## src/rtl/ppdma_pkg.sv

```systemverilog
package ppdma_pkg;
   localparam int NBUF    = 2;
   localparam int OP_W    = 4;
   localparam int STFLD_W = 8;
   localparam int FLAG_W  = 4;

   localparam logic [OP_W-1:0] OP_ABORT = 4'd0;
   localparam logic [OP_W-1:0] OP_START = 4'd1;
   localparam logic [OP_W-1:0] OP_STOP  = 4'd2;
   localparam logic [OP_W-1:0] OP_APPR0 = 4'd3;
   localparam logic [OP_W-1:0] OP_APPR1 = 4'd4;
   localparam logic [OP_W-1:0] OP_DROP0 = 4'd5;
   localparam logic [OP_W-1:0] OP_DROP1 = 4'd6;
   localparam logic [OP_W-1:0] OP_SEND0 = 4'd7;
   localparam logic [OP_W-1:0] OP_SEND1 = 4'd8;

   typedef enum logic [1:0] {
      CH_IDLE     = 2'd0,
      CH_RUN      = 2'd1,
      CH_STOPPING = 2'd2,
      CH_SENDING  = 2'd3
   } ch_state_e;

   typedef struct packed {
      logic            abort;
      logic            start;
      logic            stop;
      logic [NBUF-1:0] approve;
      logic [NBUF-1:0] drop;
      logic [NBUF-1:0] send;
      logic            appr_req;
   } cmd_t;
endpackage

```

## src/rtl/ppdma_cmd_decode.sv

```systemverilog
module ppdma_cmd_decode
   import ppdma_pkg::*;
#(
   parameter int CTRL_W = 32
)(
   input  logic              clk,
   input  logic              rst_n,
   input  logic              ctrl_we,
   input  logic [CTRL_W-1:0] ctrl_wdata,
   output cmd_t              cmd
);
   localparam int RSV_LO = OP_W + 1;

   logic            legal;
   logic [OP_W-1:0] op;

   assign legal = ctrl_we && (ctrl_wdata[CTRL_W-1:RSV_LO] == '0);
   assign op    = ctrl_wdata[OP_W-1:0];

   always_comb begin
      cmd = '0;
      if (legal) begin
         cmd.appr_req = ctrl_wdata[OP_W];
         case (op)
            OP_ABORT: cmd.abort      = 1'b1;
            OP_START: cmd.start      = 1'b1;
            OP_STOP:  cmd.stop       = 1'b1;
            OP_APPR0: cmd.approve[0] = 1'b1;
            OP_APPR1: cmd.approve[1] = 1'b1;
            OP_DROP0: cmd.drop[0]    = 1'b1;
            OP_DROP1: cmd.drop[1]    = 1'b1;
            OP_SEND0: cmd.send[0]    = 1'b1;
            OP_SEND1: cmd.send[1]    = 1'b1;
            default:  cmd            = '0;
         endcase
      end
   end

   // at most one action per control write
   assert_single_action_R1: assert property (@(posedge clk) disable iff (!rst_n)
      $onehot0({cmd.abort, cmd.start, cmd.stop, cmd.approve, cmd.drop, cmd.send}));

   // reserved bits set means nothing happens
   assert_reserved_ignored_R1: assert property (@(posedge clk) disable iff (!rst_n)
      (ctrl_wdata[CTRL_W-1:RSV_LO] != '0) |-> (cmd == '0));
endmodule

```

## src/rtl/ppdma_buf.sv

```systemverilog
module ppdma_buf #(
   parameter int IDX_W = 9,
   parameter int CNT_W = IDX_W + 1
)(
   input  logic             clk,
   input  logic             rst_n,
   input  logic             clear,
   input  logic             claim,
   input  logic             line,
   input  logic [IDX_W-1:0] last_idx,
   input  logic             appr_en,
   input  logic             approve,
   input  logic             drop,
   input  logic             read_done,
   output logic [CNT_W-1:0] cnt,
   output logic             pend,
   output logic             wdone,
   output logic             full,
   output logic             writing
);
   localparam logic [CNT_W-1:0] SECOND = CNT_W'(1);

   logic dropped;
   logic final_line;
   logic drop_hit;
   logic appr_hit;

   assign final_line = writing && line && (cnt == CNT_W'(last_idx));
   assign drop_hit   = drop && pend;
   assign appr_hit   = approve && pend;

   always_ff @(posedge clk or negedge rst_n) begin
      if (!rst_n) begin
         cnt <= '0; pend <= 1'b0; wdone <= 1'b0;
         full <= 1'b0; writing <= 1'b0; dropped <= 1'b0;
      end else if (clear) begin
         cnt <= '0; pend <= 1'b0; wdone <= 1'b0;
         full <= 1'b0; writing <= 1'b0; dropped <= 1'b0;
      end else if (claim) begin
         cnt     <= '0;
         wdone   <= 1'b0;
         pend    <= 1'b0;
         dropped <= 1'b0;
         writing <= 1'b1;
      end else begin
         if (writing && line) begin
            cnt <= cnt + CNT_W'(1);
            if (cnt == SECOND && appr_en && !dropped)
               pend <= 1'b1;
            if (final_line) begin
               writing <= 1'b0;
               wdone   <= 1'b1;
               full    <= !(dropped || drop_hit);
            end
         end
         if (appr_hit)
            pend <= 1'b0;
         if (drop_hit) begin
            pend <= 1'b0;
            if (writing && !final_line)
               dropped <= 1'b1;
            if (full)
               full <= 1'b0;
         end
         if (read_done)
            full <= 1'b0;
      end
   end

   // approval hold only after the second line
   assert_pend_needs_two_lines_R7: assert property (@(posedge clk) disable iff (!rst_n)
      pend |-> (cnt >= CNT_W'(2)));

   // claiming clears done flag and count
   assert_claim_clears_done_R4: assert property (@(posedge clk) disable iff (!rst_n)
      (claim && !clear) |=> (!wdone && cnt == '0 && writing));

   // a buffer holding data is never written
   assert_no_overwrite_R5: assert property (@(posedge clk) disable iff (!rst_n)
      !(full && writing));
endmodule

```

## src/rtl/ppdma_sched.sv

```systemverilog
module ppdma_sched
   import ppdma_pkg::*;
#(
   parameter int IDX_W = 9,
   parameter int CNT_W = IDX_W + 1
)(
   input  logic                      clk,
   input  logic                      rst_n,
   input  logic                      c_abort,
   input  logic                      c_start,
   input  logic                      c_stop,
   input  logic [NBUF-1:0]           c_send,
   input  logic                      c_appr_req,
   input  logic                      wr_line,
   input  logic                      rd_line,
   input  logic [IDX_W-1:0]          send_last,
   input  logic [NBUF-1:0]           full,
   input  logic [NBUF-1:0]           pend,
   input  logic [NBUF-1:0]           writing,
   input  logic [NBUF-1:0][CNT_W-1:0] buf_cnt,
   output logic [NBUF-1:0]           claim,
   output logic [NBUF-1:0]           line_to,
   output logic [NBUF-1:0]           read_done,
   output logic                      clear_all,
   output logic                      appr_en,
   output logic                      wr_go,
   output logic                      wr_buf,
   output logic                      rd_go,
   output logic                      rd_buf,
   output logic                      abort,
   output ch_state_e                 state
);
   logic             wr_ptr, rd_ptr, rd_act, pick, rd_start, rd_last;
   logic [NBUF-1:0]  ready;
   logic [CNT_W-1:0] rd_cnt, rd_target;

   assign ready     = full & ~pend;
   assign pick      = ready[rd_ptr] ? rd_ptr : ~rd_ptr;
   assign rd_start  = (state == CH_RUN || state == CH_STOPPING) && !rd_act &&
                      (|ready) && !c_abort;
   assign rd_last   = rd_act && rd_line && (rd_cnt + CNT_W'(1) == rd_target);
   assign clear_all = c_abort || (c_start && state == CH_IDLE);
   assign wr_go     = |writing;
   assign rd_go     = rd_act;

   always_comb begin
      claim = '0;
      if (state == CH_RUN && !c_abort && !c_stop && !(|writing) && !full[wr_ptr])
         claim[wr_ptr] = 1'b1;
   end

   for (genvar b = 0; b < NBUF; b++) begin : g_route
      assign line_to[b]   = wr_line && (wr_buf == 1'(b));
      assign read_done[b] = rd_last && (rd_buf == 1'(b)) && (state != CH_SENDING);
   end

   always_ff @(posedge clk or negedge rst_n) begin
      if (!rst_n) begin
         state <= CH_IDLE; wr_ptr <= 1'b0; wr_buf <= 1'b0; rd_ptr <= 1'b0;
         rd_act <= 1'b0; rd_buf <= 1'b0; rd_cnt <= '0; rd_target <= '0;
         abort <= 1'b0; appr_en <= 1'b0;
      end else begin
         abort <= c_abort && ((|writing) || rd_act);
         if (c_abort) begin
            state  <= CH_IDLE;
            rd_act <= 1'b0;
            wr_ptr <= 1'b0;
            rd_ptr <= 1'b0;
         end else begin
            if (|claim) begin
               wr_buf <= wr_ptr;
               wr_ptr <= ~wr_ptr;
            end
            if (rd_start) begin
               rd_act    <= 1'b1;
               rd_buf    <= pick;
               rd_cnt    <= '0;
               rd_target <= buf_cnt[pick];
            end else if (rd_act && rd_line) begin
               if (rd_last) begin
                  rd_act <= 1'b0;
                  if (state != CH_SENDING)
                     rd_ptr <= ~rd_buf;
               end else begin
                  rd_cnt <= rd_cnt + CNT_W'(1);
               end
            end
            case (state)
               CH_IDLE: begin
                  if (c_start) begin
                     state   <= CH_RUN;
                     appr_en <= c_appr_req;
                     wr_ptr  <= 1'b0;
                     rd_ptr  <= 1'b0;
                  end else if (|c_send) begin
                     state     <= CH_SENDING;
                     rd_act    <= 1'b1;
                     rd_buf    <= c_send[1];
                     rd_cnt    <= '0;
                     rd_target <= CNT_W'(send_last) + CNT_W'(1);
                  end
               end
               CH_RUN:
                  if (c_stop) state <= CH_STOPPING;
               CH_STOPPING:
                  if (!(|writing) && !rd_act && full == '0) state <= CH_IDLE;
               CH_SENDING:
                  if (rd_last) state <= CH_IDLE;
               default: state <= CH_IDLE;
            endcase
         end
      end
   end

   // reader never sits on a pending buffer
   assert_reader_skips_pending_R7: assert property (@(posedge clk) disable iff (!rst_n)
      (rd_act && state != CH_SENDING) |-> !pend[rd_buf]);

   // the buffer under write holds no unread data
   assert_writer_on_free_R5: assert property (@(posedge clk) disable iff (!rst_n)
      wr_go |-> !full[wr_buf]);

   // an idle channel has no writer activity
   assert_idle_quiet_R9: assert property (@(posedge clk) disable iff (!rst_n)
      (state == CH_IDLE) |-> !wr_go);

   // abort is a single-cycle pulse
   assert_abort_pulse_R11: assert property (@(posedge clk) disable iff (!rst_n)
      abort |=> !abort);

   // sending state always has the reader engaged
   assert_send_reads_R10: assert property (@(posedge clk) disable iff (!rst_n)
      (state == CH_SENDING) |-> rd_go);
endmodule

```

## src/rtl/ppdma_channel.sv

```systemverilog
module ppdma_channel
   import ppdma_pkg::*;
#(
   parameter int IDX_W      = 9,
   parameter int CTRL_W     = 32,
   parameter bit REG_STATUS = 1'b0,
   localparam int CNT_W     = IDX_W + 1,
   localparam int STAT_W    = 2 * CNT_W + STFLD_W + FLAG_W
)(
   input  logic              clk,
   input  logic              rst_n,
   input  logic              ctrl_we,
   input  logic [CTRL_W-1:0] ctrl_wdata,
   input  logic [IDX_W-1:0]  cfg_wr_last,
   input  logic [IDX_W-1:0]  cfg_send_last,
   input  logic              wr_line,
   input  logic              rd_line,
   output logic              wr_go,
   output logic              wr_buf,
   output logic              rd_go,
   output logic              rd_buf,
   output logic              abort,
   output logic [STAT_W-1:0] status
);
   if (IDX_W < 2 || IDX_W > 14) begin : g_bad_idx
      $error("ppdma_channel: IDX_W must lie in 2..14");
   end
   if (CTRL_W < OP_W + 2) begin : g_bad_ctrl
      $error("ppdma_channel: CTRL_W too narrow for opcode, approval bit and reserved field");
   end

   cmd_t                      cmd;
   ch_state_e                 state;
   logic [NBUF-1:0]           claim, line_to, read_done, full, pend, wdone, writing;
   logic [NBUF-1:0][CNT_W-1:0] buf_cnt;
   logic                      clear_all, appr_en;
   logic [STAT_W-1:0]         stat_c;

   ppdma_cmd_decode #(.CTRL_W(CTRL_W)) u_dec (
      .clk(clk), .rst_n(rst_n), .ctrl_we(ctrl_we), .ctrl_wdata(ctrl_wdata), .cmd(cmd)
   );

   for (genvar b = 0; b < NBUF; b++) begin : g_buf
      ppdma_buf #(.IDX_W(IDX_W), .CNT_W(CNT_W)) u_buf (
         .clk(clk), .rst_n(rst_n), .clear(clear_all), .claim(claim[b]),
         .line(line_to[b]), .last_idx(cfg_wr_last), .appr_en(appr_en),
         .approve(cmd.approve[b]), .drop(cmd.drop[b]), .read_done(read_done[b]),
         .cnt(buf_cnt[b]), .pend(pend[b]), .wdone(wdone[b]), .full(full[b]),
         .writing(writing[b])
      );
   end

   ppdma_sched #(.IDX_W(IDX_W), .CNT_W(CNT_W)) u_sched (
      .clk(clk), .rst_n(rst_n),
      .c_abort(cmd.abort), .c_start(cmd.start), .c_stop(cmd.stop),
      .c_send(cmd.send), .c_appr_req(cmd.appr_req),
      .wr_line(wr_line), .rd_line(rd_line), .send_last(cfg_send_last),
      .full(full), .pend(pend), .writing(writing), .buf_cnt(buf_cnt),
      .claim(claim), .line_to(line_to), .read_done(read_done),
      .clear_all(clear_all), .appr_en(appr_en),
      .wr_go(wr_go), .wr_buf(wr_buf), .rd_go(rd_go), .rd_buf(rd_buf),
      .abort(abort), .state(state)
   );

   assign stat_c = {buf_cnt[0], buf_cnt[1], STFLD_W'(state), wdone[1], wdone[0], pend[1], pend[0]};

   if (REG_STATUS) begin : g_stat_reg
      always_ff @(posedge clk or negedge rst_n) begin
         if (!rst_n) status <= '0;
         else        status <= stat_c;
      end
   end else begin : g_stat_comb
      assign status = stat_c;
   end

   // only one buffer is claimed at a time
   assert_one_claim_R5: assert property (@(posedge clk) disable iff (!rst_n)
      $onehot0(claim));

   // after an abort command nothing is left running
   assert_abort_idles_R11: assert property (@(posedge clk) disable iff (!rst_n)
      cmd.abort |=> (!wr_go && !rd_go && pend == '0));
endmodule

```

## config.mk

```make
export PLATFORM = sky130hd
export DESIGN_NAME = ppdma_channel
export DESIGN_NICKNAME = d
export VERILOG_FILES = /design/src/rtl/ppdma_pkg.sv /design/src/rtl/ppdma_cmd_decode.sv /design/src/rtl/ppdma_buf.sv /design/src/rtl/ppdma_sched.sv /design/src/rtl/ppdma_channel.sv
export SDC_FILE = /design/constraint.sdc
export NUM_CORES = 1
export LEC_CHECK = 0
export ABC_CLOCK_PERIOD_IN_PS = 4000
export BUFFER_PORTS_ARGS = -buffer_cell sky130_fd_sc_hd__clkbuf_2
export CAP_MARGIN = 10
export CORE_MARGIN = 2
export CORE_UTILIZATION = 45
export CTS_CLUSTER_SIZE = 16
export DETAILED_ROUTE_END_ITERATION = 8
export PLACE_DENSITY = 0.68
export SYNTH_ARGS = -nofsm -noshare
export SYNTH_HDL_FRONTEND = slang
export SYNTH_HIERARCHICAL = 1
export SYNTH_SLANG_ARGS = --single-unit
```

## constraint.sdc

```tcl
create_clock -name clk -period 4 [get_ports clk]
set_clock_uncertainty 0.1 [all_clocks]
set_input_delay 1.2 -clock clk [delete_from_list [all_inputs] [get_ports clk]]
set_output_delay 1.2 -clock clk [all_outputs]
set_load 0.02 [all_outputs]
```

==> results of run 1 <==
placed cells by master (no fill, tap or decap), types with 6 or more instances in the layout:
cell,instances
mux2_2,6
a21oi_1,16
nor2b_1,6
nand2_1,37
nor4b_1,6
ha_1,12
o22a_1,6
nor4_1,14
xor2_1,25
o211ai_1,10
buf_4,11
inv_1,13
or4_1,10
dfrtp_1,59
clkbuf_2,85
o21ai_0,8
nor3_1,10
a22oi_1,10
mux2i_1,8
nand3_1,27
xnor2_1,25
clkbuf_8,12
nor2_1,35
a211oi_1,6
nand4_1,14
conb_1,6
cells in the mapped netlist, types with 8 or more instances:
| cell type | count | share of area |
|---|---|---|
| nor4_1 | 14 | 0.020 |
| nor3_1 | 11 | 0.013 |
| mux2i_1 | 8 | 0.019 |
| nand2_1 | 37 | 0.032 |
| ha_1 | 12 | 0.035 |
| nand3_1 | 27 | 0.031 |
| o211ai_1 | 10 | 0.017 |
| xor2_1 | 25 | 0.051 |
| clkbuf_1 | 12 | 0.010 |
| inv_1 | 13 | 0.011 |
| o21ai_0 | 8 | 0.0093 |
| dfrtp_1 | 59 | 0.34 |
| nor2_1 | 35 | 0.031 |
| xnor2_1 | 25 | 0.051 |
| a22oi_1 | 10 | 0.017 |
| nand4_1 | 14 | 0.020 |
| buf_4 | 8 | 0.014 |
| or4_1 | 10 | 0.017 |
| a21oi_1 | 16 | 0.019 |
sequential cells by signal, summed over array words and instances, names as in the netlist, 2 cells and up:
| name | cells |
|---|---|
| g_buf.u_buf/cnt | 20 |
| u_sched/rd_cnt | 10 |
| u_sched/rd_target | 10 |
| g_buf.u_buf/dropped | 2 |
| g_buf.u_buf/full | 2 |
| g_buf.u_buf/pend | 2 |
| g_buf.u_buf/wdone | 2 |
| g_buf.u_buf/writing | 2 |
| u_sched/state | 2 |
layer usage:
layer / track usage / vias up / wire length, µm
li1: - / 1919 / -
met1: 0.3075 / 1905 / 5127
met2: 0.3998 / 123 / 5811
met3: 0.04417 / 12 / 609
met4: 0.08524 / 0 / 150
met5: 0 / - / 0
worst reg2reg max path, cell delays in order, from the launching register on:
cell and delay [ns]:
dfrtp_1 0.49, ha_1 0.34, xnor3_1 0.43, nand4_1 0.11, a21oi_2 0.08, nor4_4 0.40
nand2b_1 0.20, nor3b_1 0.10, a2111o_1 0.35, or4_1 0.40, nand3_1 0.09
stage by stage:
step	cells	hold WS, ns	area (µm²)	utilization
after floorplan	478	0.3671	4315	-
after global placement	676	0.3770	4845	0.5243
after detailed placement	676	0.3807	4845	0.5243
after CTS	692	0.3972	5057	0.5473
after global routing	692	0.4206	5057	0.5473
final	692	0.3884	5057	0.5473
logic make-up (layout without fill, tap and decap cells):
| logic type | after synthesis | count (layout) | synth area share |
|---|---|---|---|
| and+or+nand+nor | 211 | 211 | 0.2865 |
| AOI/OAI and AO/OA | 85 | 85 | 0.1474 |
| DFF | 59 | 59 | 0.3436 |
| xor gates and xnor gates | 51 | 51 | 0.1072 |
| buffers and inverters | 40 | 125 | 0.04514 |
| muxes | 14 | 14 | 0.03436 |
| adders and majority gates | 12 | 12 | 0.03494 |
| other | 1 | 6 | 0.0008728 |
power by group through the flow:
| stage | Clock (µW) | Combinational (µW) | Sequential (µW) |
|---|---|---|---|
| finish | 583 | 83.6 | 596 |
| global route | 621 | 92.8 | 596 |
| CTS | 598 | 84.8 | 596 |
| detailed placement | 0 | 84.4 | 608 |
| global placement | 0 | 82.5 | 608 |
| floorplan | 0 | 33.6 | 608 |
layout make-up:
cell class,count,share of cell area
Sequential cell,59,0.2919
Timing Repair Buffer,96,0.1004
Clock buffer,12,0.03266
Clock inverter,4,0.009401
Inverter,13,0.009649
Tap cell,129,0.03191
Multi-Input combinational cell,379,0.5240
worst min-delay path by stage:
stage                         start                    to  cells after the start
2_1_floorplan  u_sched/rd_target[1]  u_sched/rd_target[1]                      2
3_3_place_gp   g_buf[1].u_buf/wdone  g_buf[1].u_buf/wdone                      1
3_5_place_dp   g_buf[1].u_buf/wdone  g_buf[1].u_buf/wdone                      1
4_1_cts        g_buf[1].u_buf/wdone  g_buf[1].u_buf/wdone                      1
5_1_grt        g_buf[1].u_buf/wdone  g_buf[1].u_buf/wdone                      1
6_report       g_buf[1].u_buf/wdone  g_buf[1].u_buf/wdone                      1
==> flow_results.org, run 1 <==
** STA
- Static timing analysis puts the maximum clock frequency at around 0.28 GHz.
- Total count of hold-check failures in the final report :: 0
- Slew at the pin closest to its max-slew limit :: around 1 ns
- Setup repair after global routing missed its margin :: false
- After routing, the total negative slack on setup checks comes to 0 ns.
- Subtracting the final worst setup slack from the clock period gives approximately 3.5 ns.
- The worst path meets setup with around 0.45 ns of slack.
- Worst slew slack as a fraction of its limit :: 0.3448
- The final number of max-transition violations came to 0.
- In the finished design, the share of the clock period the worst path needs comes to 0.8867.
- Setup violations remaining at the end of the flow were counted as 0.

** Routing
- The final route contains 3959 vias.
- Final WL :: ~12 mm
- The first detailed-routing pass ran for 5 iterations.
- In this run, the number of DRC markers left after iteration 0 of detailed routing was 180.
- Dividing the detail-routed via count by the number of cells gives between 5 and 6.
- For this run, design rule violations remaining after detail routing come to 0.
- Drt wl/cell :: 16.90 µm
- Routed Antenna Nets :: 0

** Worst setup path
- Data required time of the worst path :: roughly 4.2 ns
- Kind of cell adding the most delay to the critical path :: simple AND/OR/NAND/NOR gates
- Endpoint kind of the worst setup timing path :: flop
- Cell count of the worst reg-to-reg path :: 10
- The signal on the critical path passes through clkbuf_2 > nor4_2 > nand4_2 > nor3_1 > nor2b_1 > nor4b_1 > ha_1 > or2_2 > a2111o_1 > or4_1 > nand3_1.
- WP data arrival :: between 3 and 4 ns
- The largest individual stage delay along the critical path comes from the cell or4_1.
- The endpoint identified for the worst register-to-register timing path is g_buf[1].u_buf/full.
- Crit Reg-Reg Startpoint :: u_sched/rd_cnt[0]
- Logic depth of the worst path, buffers included :: 11
- Of all nets on the critical path, the largest fanout is 6.
- The most critical setup path has its startpoint at ctrl_wdata[6].
- Across all register-to-register paths, the minimum setup slack is roughly 0.85 ns.
- WP buf/inv :: 1
- Setup crit start kind :: primary input
- Largest stage delay, worst path :: 0.40 ns
- In this run the worst setup path terminates at g_buf[1].u_buf/full.
- The critical path is of the in2reg type.

** CTS
- Counting every sink on the clock net gives just under 60.
- Post-CTS timing repair inserted 0 buffers for setup.
- Number of levels the H-tree was split into :: 3
- Clock transition at the registers of the reported paths :: approximately 0.07 ns
- TritonCTS built the clock tree.
- Counting the buffers created by CTS gives 9.
- The number of hold buffers added after CTS was 0.
- Quantity of gates resized following cts :: 0
- Number of buffers on the longest clock path :: 2
- Cell at the root of the clock tree :: clkbuf_8
- The later pin in the worst-skew pair is clocked with a latency of 0.34 ns.

** GRT
- Summed over all layers, the global routing overflow is 0.
- Vias in the first global route :: ~3900
- Total Routing Usage GR :: 0.2384
- The first global-routing pass estimated just under 20 mm of wire.
- The initial antenna violation count was 0.
- Pin count of the biggest net entering global routing :: 38

** Floorplan
- Area of the die :: approximately 10000 µm²
- Horizontal die dimension :: 101.7 µm
- Height of the die :: a little over 100 µm
- Number of top-level pins :: slightly above 90
- The total area inside the core boundary comes to a little over 9000 µm².
- Row count :: 35
- Effective utilization at floorplan :: 0.4650

** Yosys
- Synthesis warning total :: 6
- The cell area that synthesis handed to floorplanning was approximately 4300 µm².
- The share of the Yosys chip area taken by registers is 0.3436.
- Yosys reg bits :: just under 60
- EDFF count, synth :: 0
- Leading register cell type out of synthesis :: dfrtp_1
- Number of cells produced by synthesis :: 473
- Share of flip-flops with an asynchronous set or reset :: 1.000
- Average size of a mapped cell :: 9.084 µm²
- Number of unique standard cell types used by synthesis :: 67

** Layout
- Summing all multi-input logic gate instances after layout gives 2650 µm².
- The area growth from synthesis to layout is 17.71%.
- Net count reported at finish :: 625
- Filler instances :: approximately 860
- Of the cells placed in the final design, the portion with a size suffix greater than 1 is 0.2522.
- The repair_antennas step left the layout with diodes totalling 0.
- Register cell area after layout :: 1476 µm²

** Power
- The share of total power dissipated in the clock network is 0.461.
- Overall power after layout :: 1263 µW
- The internal power of the cells totals 967.7 µW.
- Power spread over the standard cell area amounts to ~250 nW/µm².
- The share of total power dissipated in combinational logic is 0.066.
- Of the total power, the share spent switching nets is 0.2335.
- Total leakage power :: 0.002326 µW
- VDD sags by at most roughly 0.00012 V.
- Sequential fraction of design power :: 0.472
- Net Switching :: between 200 and 300 µW

** Placement
- Number of buffers added on ports :: 85
- Detailed placement finished with a half-perimeter wire length of around 8.6 mm.
- Final weighted congestion in routability-driven placement :: 0.9438
- Worst setup slack before clock tree synthesis :: 0.1195 ns

** Worst hold path
- In this run the worst hold path is classified as reg2reg.

** Status
- Status :: completed

** Run
- Max-cap violations :: 0
No activity file was read; power rests on OpenSTA's default activity.
==> inputs of run 2 (changes only) <==
--- a/config.mk
+++ b/config.mk
@@ -5,6 +5,7 @@
 export SDC_FILE = /design/constraint.sdc
 export NUM_CORES = 1
 export LEC_CHECK = 0
+export ABC_AREA = 1
 export ABC_CLOCK_PERIOD_IN_PS = 4000
 export BUFFER_PORTS_ARGS = -buffer_cell sky130_fd_sc_hd__clkbuf_2
 export CAP_MARGIN = 10
==> flow_results.org, run 2 <==
** Placement
- The final estimated routing congestion in global placement is 0.9424 (-0.15%).
- Number of buffers added on ports :: 85 (unchanged)
- The estimated wirelength of the detail-placed design is 9.744 mm (+13%).

** Floorplan
- Core ar. :: 9729 µm² (+5.3%)
- Horizontal die dimension :: 104.0 µm (+2.2%)
- Number of top-level pins :: 92 (unchanged)
- The total die area is 10810 µm² (+4.4%).
- The number of standard-cell rows in the floorplan came to 36 (+2.9%).
- Height of the die :: 104.0 µm (+2.2%)
- Effective utilization at floorplan :: 0.4621 (-0.002934)

** Yosys
- Number of unique standard cell types used by synthesis :: 43 (-36%)
- The number of synthesis warnings is 6 (unchanged).
- The area of the mapped netlist came to 4496 µm² (+4.6%).
- Leading register cell type out of synthesis :: dfrtp_1
- Yosys top cell area share :: 0.3284 (-0.01521)
- The flip-flop and latch count after synthesis is 59 (unchanged).
- The commonest cells after synthesis are nand2_1 (180), inv_1 (104), nor2_1 (79).
- The biggest area contributor in the post-synthesis netlist is dfrtp_1.
- EDFF count, synth :: 0 (unchanged)
- Cell types occupying the most area after synthesis :: dfrtp_1 (33%), nand2_1 (15%), inv_1 (8.7%)
- Number of cells produced by synthesis :: 674 (+42%)
- Proportion of synthesized chip area in sequential cells :: 0.3284 (-0.01521)
- Share of flip-flops with an asynchronous set or reset :: 1.000 (unchanged)
- Average size of a mapped cell :: 6.670 µm² (-27%)
- Most used standard cell by instance count after synthesis :: nand2_1

** Layout
- The net count reported at finish is 837 (+34%).
- The final core area utilization came to 0.5422 (-0.005145).
- The share of post-route cells with drive strength above 1 came to 0.1961 (-0.05609).
- Largest register by flop count :: g_buf.u_buf/cnt
- Highest-count cells in the layout ignoring fill and taps :: nand2_1 (180), inv_1 (104), clkbuf_2 (85)
- Leaving out fill and tap cells, the most frequent cell in the layout is nand2_1.
- The flip-flop count of the largest register after layout came to 20 (unchanged).
- The largest registers in the layout are g_buf.u_buf/cnt x20, u_sched/rd_cnt x10, u_sched/rd_target x10.
- The count of inserted antenna diode cells was 0 (unchanged).
- Area growth from synthesis to final layout :: 17.34%

** Routing
- The total via count in the routed design came to 4685 (+18%).
- Drt wl/cell :: 13.80 µm (-18%)
- The routed via count divided by cell count is 5.160 (-9.8%).
- Number of DRC markers after the initial detailed-route iteration :: 234 (+30%)
- The count of nets left with antenna violations after detail routing is 0 (unchanged).
- The number of detailed-route iterations in the first pass came to 5 (unchanged).
- The wire length reported by the detailed router is 12.53 mm (+7.1%).
- DRC :: 0 (unchanged)

** Status
- Status :: completed

** Power
- Internal Pwr Total :: 963.1 µW (-0.47%)
- The peak supply drop is 0.0001640 V (+33%).
- Clock share of power :: 0.395 (-0.066)
- The switching power summed over all nets was 393.1 µW (+33%).
- The cell leakage power is 0.002965 µW (+27%).
- The combinational share of power is 0.159 (+0.093).
- Overall power after layout :: 1356 µW (+7.4%)
- The switching share of power came to 0.2899 (+0.05636).
- Sequential fraction of design power :: 0.447 (-0.025)
- Power per cell area :: 257.1 nW/µm² (+3.0%)

** Worst setup path
- The most numerous cell type found on the critical path is nand2_1.
- Crit-path slowest cell :: ha_1
- The worst setup path is captured at a flop.
- Data required time of the worst path :: 4.17 ns (about the same)
- The critical path is of the in2reg type.
- The worst setup path is launched from a primary input.
- The critical path goes through clkbuf_2 > or2_4 > nor2_4 > nand2_4 > nor3_2 > nor2_1 > nand2_1 > nor3_1 > ha_1 > nor2_4 > nand2_1 > nand4_1 > inv_1 > nand2_1 > o21ai_0 > a21oi_1.
- The largest stage delay on the critical path is 0.26 ns (-0.14 ns).
- WP buf/inv :: 2 (+1)
- The kind of cell with the highest combined delay along the critical path is simple AND/OR/NAND/NOR gates.
- WP data arrival :: 3.42 ns (-0.30 ns)
- The largest fanout on the critical path came to 10 (+4).

** STA
- The total negative setup slack is 0 ns (unchanged).
- Slew at the pin closest to its max-slew limit :: 0.7753 ns (-0.2075 ns)
- Shortest period the worst path allows :: 3.241 ns (-0.3058 ns)
- The final number of max-transition violations was 0 (unchanged).
- The post-route fraction of the period consumed by the critical path came to 0.8103 (-0.07646).
- Maximum clock frequency :: 0.3085 GHz (+9.4%)
- Setup repair after global routing missed its margin :: false
- The remaining max-slew budget at the tightest pin came to 0.4831 (+0.1384).
- Total count of hold-check failures in the final report :: 0 (unchanged)
- Number of endpoints failing setup at the final stage :: 0 (unchanged)

** GRT
- Vias in the first global route :: 4641 (+19%)
- Met1 Use GR :: 0.3000 (-0.007419)
- Global-route met2 utilization :: 0.4159 (+0.01609)
- The maximum number of pins on one net before global-route repair is 60 (+58%).
- The layer flagged by global routing as most heavily used is met2.
- Met3 GRT Util :: 0.04511 (+0.0009444)
- Initial antenna violation count :: 0 (unchanged)
- Global route total overflow :: 0 (unchanged)
- Total Routing Usage GR :: 0.2425 (+0.004142)
- First-pass GRT wire length :: 21.38 mm (+11%)

** CTS
- The cell sitting at the root of the clock tree is a clkbuf_8.
- Sink Count :: 59 (unchanged)
- TritonCTS built the clock tree.
- TritonCTS buffer count :: 9 (unchanged)
- The number of buffers inserted by hold repair at cts is 0 (unchanged).
- Number of buffers on the longest clock path :: 2 (unchanged)
- The source-to-sink clock delay at the later pin of the worst-skew pair was 0.35 ns (about the same).
- Number of levels the H-tree was split into :: 3 (unchanged)
- The number of instances resized during post-cts repair came to 0 (unchanged).
- The clock transition at the register clock pins on the worst setup and hold paths after CTS came to 0.07 ns (about the same).
- Number of post-CTS setup repair buffers :: 0 (unchanged)

** Worst hold path
- Hold crit path type :: reg2reg

** Run
- Max-cap violations :: 0 (unchanged)
-- run 2: cell types whose count changed in the layout (fill, tap and decap cells not counted), sizes merged, moves of 16 or more --
cell and change:
nor2 +58, xor2 -22, nand2 +151, xnor2 -16
inv +93, nand3 +37, o21ai +31
-- run 2: kinds of logic (layout without fill, tap and decap cells) --
| group | after synthesis | count (layout) | synth area share |
|---|---|---|---|
| simple gates | 385 | 385 | 0.3980 |
| buf+inv | 118 | 214 | 0.1038 |
| compound gates | 85 | 85 | 0.1046 |
| flops | 59 | 59 | 0.3284 |
| xor+xnor | 13 | 13 | 0.02839 |
| fa+ha+maj | 12 | 12 | 0.03340 |
| other cells | 1 | 6 | 0.0008342 |
| mux | 1 | 1 | 0.002505 |
-- run 2: routing by layer --
layer / up-vias / share of wire
met5: - / 0
met4: 0 / 0.025
met3: 30 / 0.048
met2: 147 / 0.49
met1: 2160 / 0.44
li1: 2348 / -
-- run 2: power groups by stage --
| stage | Sequential (µW) | Clock, µW | Combinational, µW |
|---|---|---|---|
| after floorplan | 616 | 0 | 144 |
| after global placement | 617 | 0 | 209 |
| after detailed placement | 617 | 0 | 216 |
| after CTS | 606 | 550 | 217 |
| after global routing | 606 | 573 | 249 |
| final | 606 | 535 | 215 |
-- run 2: final timing paths --
path,startpoint,endpoint,slack (ns),cells after the start
setup / recovery,ctrl_wdata[30],g_buf[1].u_buf/cnt[8],0.76,16
min in group asynchronous,rst_n,u_sched/abort,0.91,2
hold reg to reg,g_buf[1].u_buf/wdone,g_buf[1].u_buf/wdone,0.42,2
hold / removal,g_buf[1].u_buf/wdone,g_buf[1].u_buf/wdone,0.42,2
setup reg to reg,u_sched/state[1],g_buf[1].u_buf/cnt[8],1.60,12
max in group asynchronous,rst_n,g_buf[0].u_buf/full,2.38,2
-- run 2: through the flow --
| step | hold WS [ns] | instance area, µm² | setup WS [ns] | instances |
|---|---|---|---|---|
| 2_1_floorplan | 0.4025 | 4514 | 0.7189 | 679 |
| 3_3_place_gp | 0.4064 | 5082 | 0.5138 | 892 |
| 3_5_place_dp | 0.4136 | 5082 | 0.4409 | 892 |
| 4_1_cts | 0.4244 | 5275 | 0.8188 | 908 |
| 5_1_grt | 0.4541 | 5275 | 0.4488 | 908 |
| 6_report | 0.4186 | 5275 | 0.7590 | 908 |
-- run 2: worst min-delay path: cells and delay by family, from the launching register on --
family | cells | cell delay, ns
buffers and inverters | 1 | 0.05
DFF | 1 | 0.38
AOI/OAI and AO/OA | 1 | 0.05
-- run 2: final cells by class --
type | count | area, µm²
clock buffer | 9 | 123.9
clock inverter | 7 | 68.82
timing repair buffer | 90 | 462.9
multi-input combinational | 502 | 2571
inverter | 108 | 405.4
sequential | 59 | 1476
tap | 133 | 166.4
fill | 1000 | 4454
==> inputs of run 3 (changes only) <==
--- a/config.mk
+++ b/config.mk
@@ -5,15 +5,15 @@
 export SDC_FILE = /design/constraint.sdc
 export NUM_CORES = 1
 export LEC_CHECK = 0
-export ABC_AREA = 1
-export ABC_CLOCK_PERIOD_IN_PS = 4000
+export ABC_AREA = 0
+export ABC_CLOCK_PERIOD_IN_PS = 2770
 export BUFFER_PORTS_ARGS = -buffer_cell sky130_fd_sc_hd__clkbuf_2
 export CAP_MARGIN = 10
 export CORE_MARGIN = 2
 export CORE_UTILIZATION = 45
 export CTS_CLUSTER_SIZE = 16
 export DETAILED_ROUTE_END_ITERATION = 8
-export PLACE_DENSITY = 0.68
+export PLACE_DENSITY = 0.71
 export SYNTH_ARGS = -nofsm -noshare
 export SYNTH_HDL_FRONTEND = slang
 export SYNTH_HIERARCHICAL = 1
==> constraint.sdc (replaced) <==
create_clock -name clk -period 2.77 [get_ports clk]
set_clock_uncertainty 0.1 [all_clocks]
set_input_delay 0.831 -clock clk [delete_from_list [all_inputs] [get_ports clk]]
set_output_delay 0.831 -clock clk [all_outputs]
set_load 0.02 [all_outputs]
==> flow_results.org, run 3 (synthesized netlist as in run 1, its figures left out) <==
** Layout
- The area growth from synthesis to layout is 36.14%.
- Largest register FFs :: 20 (unchanged)
- The final core area utilization came to 0.6330 (+0.09086).
- The net count reported at finish came to 687 (-18%).
- Largest register by flop count :: g_buf.u_buf/cnt
- The count of inserted antenna diode cells came to 0 (unchanged).
- In the layout the commonest cells are clkbuf_2 (83), buf_4 (62), dfrtp_1 (59).
- Leaving out fill and tap cells, the most frequent cell in the layout is clkbuf_2.
- Biggest registers after layout :: g_buf.u_buf/cnt x20, u_sched/rd_cnt x10, u_sched/rd_target x10
- Share of post-route cells with drive strength above 1 :: 0.3696 (+0.1735)

** STA
- Derived from the worst setup path, the maximum achievable clock frequency is between 0.3 and 0.4 GHz.
- The remaining max-slew budget at the tightest pin was 0.6260 (+0.1428).
- Max Transition Viols Final :: 0 (unchanged)
- The count of final hold-check violations came to 0 (unchanged).
- The slack of the critical path came to -0.1583 ns (-0.9173 ns).
- Number of endpoints failing setup at the final stage :: 13 (+13)
- Slew at the pin closest to its max-slew limit :: 0.5559 ns (-0.2194 ns)
- Setup repair after global routing missed its margin :: true
- The total negative setup slack was -0.7863 ns (-0.7863 ns).
- Counting I/O delays and the setup requirement, the final critical path takes 2.928 ns.
- Final clock period utilization by the worst path :: 1.057

** GRT
- Global route hottest layer :: met2
- Vias in the first global route :: 4190 (-9.7%)
- The total track usage is 0.2445 (+0.001989).
- Initial antenna violation count :: 0 (unchanged)
- The global-route congestion overflow total came to 0 (unchanged).
- The met3 capacity usage during global routing was 0.04348 (-0.001635).
- The global-route wire length before repair came to 20.06 mm (-6.2%).
- Pin count of the biggest net entering global routing :: 60 (unchanged)
- The met1 routing resource usage after global routing came to 0.2987 (-0.001377).
- Global-route met2 utilization :: 0.4251 (+0.009218)

** Routing
- The count of nets left with antenna violations after detail routing came to 0 (unchanged).
- DRC :: 0 (unchanged)
- Iteration count of the initial detailed-routing pass :: 5 (unchanged)
- The routed via count divided by cell count was 5.699 (+10%).
- Overall via count from detail_route :: 4297 (-8.3%)
- The wire length per cell came to 16.78 µm (+22%).
- The number of DRC violations after detailed-routing iteration 0 was 185 (-21%).
- Final WL :: 12.65 mm (+0.96%)

** CTS
- Cell at the root of the clock tree :: clkbuf_8
- The clock transition at the register clock pins on the worst setup and hold paths after CTS is 0.08 ns (about the same).
- Worst-Skew Late Latency :: 0.35 ns (about the same)
- The H-tree depth was 3 (unchanged).
- Sink Count :: 59 (unchanged)
- Number of buffers on the longest clock path :: 2 (unchanged)
- Clock tree from TritonCTS :: yes
- The total clock buffers created by CTS came to 9 (unchanged).

** Worst setup path
- Biggest fanout along the worst timing path :: 4 (-6)
- The slowest stage of the critical path belongs to the cell or4_1.
- Register-to-register path setup slack :: -0.05 ns (-1.65 ns)
- The worst register-to-register path ends at g_buf[1].u_buf/full.
- The arrival time at the worst endpoint came to 3.12 ns (-0.30 ns).
- Cell count of the worst reg-to-reg path :: 11 (-1)
- Setup crit start kind :: primary input
- The buffer and inverter count on the worst path was 2 (unchanged).
- Largest stage delay, worst path :: 0.39 ns (+0.13 ns)
- Data required time of the worst path :: 2.96 ns (-1.21 ns)
- In this run the critical register-to-register path is launched from u_sched/rd_cnt[0].
- Cell breakdown of the critical path :: clkbuf_2 > nor4_4 > nand4_4 > buf_4 > nor3_4 > nor4b_2 > ha_2 > or2_4 > a2111o_1 > or4_1 > nand3_1
- Endpoint kind of the worst setup timing path :: flop
- The critical path is of the in2reg type.
- The kind of cell with the highest combined delay along the critical path is simple AND/OR/NAND/NOR gates.

** Placement
- Final weighted congestion in routability-driven placement :: 0.8922 (-5.3%)
- Number of buffers added on ports :: 85 (unchanged)
- Final HPWL from detailed placement :: 9.037 mm (-7.3%)

** Floorplan
- The number of standard-cell rows in the floorplan came to 35 (-2.8%).
- The die boundary height came to 101.7 µm (-2.2%).
- Effective utilization at floorplan :: 0.4650 (+0.002934)
- Core ar. :: 9240 µm² (-5.0%)
- Number of top-level pins :: 92 (unchanged)
- The total die area was 10350 µm² (-4.3%).
- The horizontal extent of the die is 101.7 µm (-2.2%).

** Power
- The peak supply drop came to 0.0001758 V (+7.2%).
- Power per cell area :: 308.3 nW/µm² (+20%)
- Total leakage power :: 0.002722 µW (-8.2%)

** Status
- Status :: finished, violations left
- Violations in the final reports :: setup timing

** Run
- The number of violations of the max-capacitance limit is 0 (unchanged).

** Worst hold path
- The tightest min-delay check is of the in2async type.
-- run 3: cell type report --
class / instances / area, µm²
clock inverter: 6 / 66.31
fill: 753 / 3391
multi-input combinational: 380 / 2923
timing repair buffer: 157 / 1046
tap: 129 / 161.4
inverter: 13 / 48.80
sequential: 59 / 1476
clock buffer: 10 / 127.6
-- run 3: layer usage --
metal	share of wire	up-vias
li1	-	2046
met1	0.41	2095
met2	0.52	134
met3	0.052	22
met4	0.020	0
met5	0	-
-- run 3: report_power, final --
part	internal, µW	switching [µW]	total (µW)	leakage [µW]
clock	415	376	791	0.0000885
combinational	65.9	85.3	151	0.00183
sequential	861	0.0142	861	0.000804
-- run 3: stage by stage --
step,cell area (µm²),std cells,worst slack (ns),hold slack [ns],power (µW)
after floorplan,4471,478,-0.3508,0.3671,931.3
after detailed placement,5354,724,-0.4595,0.3934,1025
after global routing,5849,754,-0.2338,0.4100,1861
after global placement,5354,724,-0.4155,0.3850,1022
after CTS,5633,745,-0.05567,0.3926,1810
final,5849,754,-0.1583,0.3848,1803
-- run 3: timing repair --
action                     in CTS  in global routing
pin swaps                       5                 11
cloned                          0                  1
gates resized for setup        11                 29
hold buffers                    0                  0
setup buffers                   5                  8
setup endpoints to repair      21                 44
-- run 3: worst max-delay path by stage --
stage | from | end | depth (start not counted)
after floorplan | ctrl_wdata[16] | g_buf[1].u_buf/full | 10
after global placement | ctrl_wdata[16] | g_buf[1].u_buf/full | 11
after detailed placement | ctrl_wdata[16] | u_sched/rd_cnt[4] | 10
after CTS | ctrl_wdata[31] | g_buf[1].u_buf/full | 11
after global routing | ctrl_wdata[6] | g_buf[1].u_buf/full | 11
final | ctrl_wdata[6] | g_buf[1].u_buf/full | 11
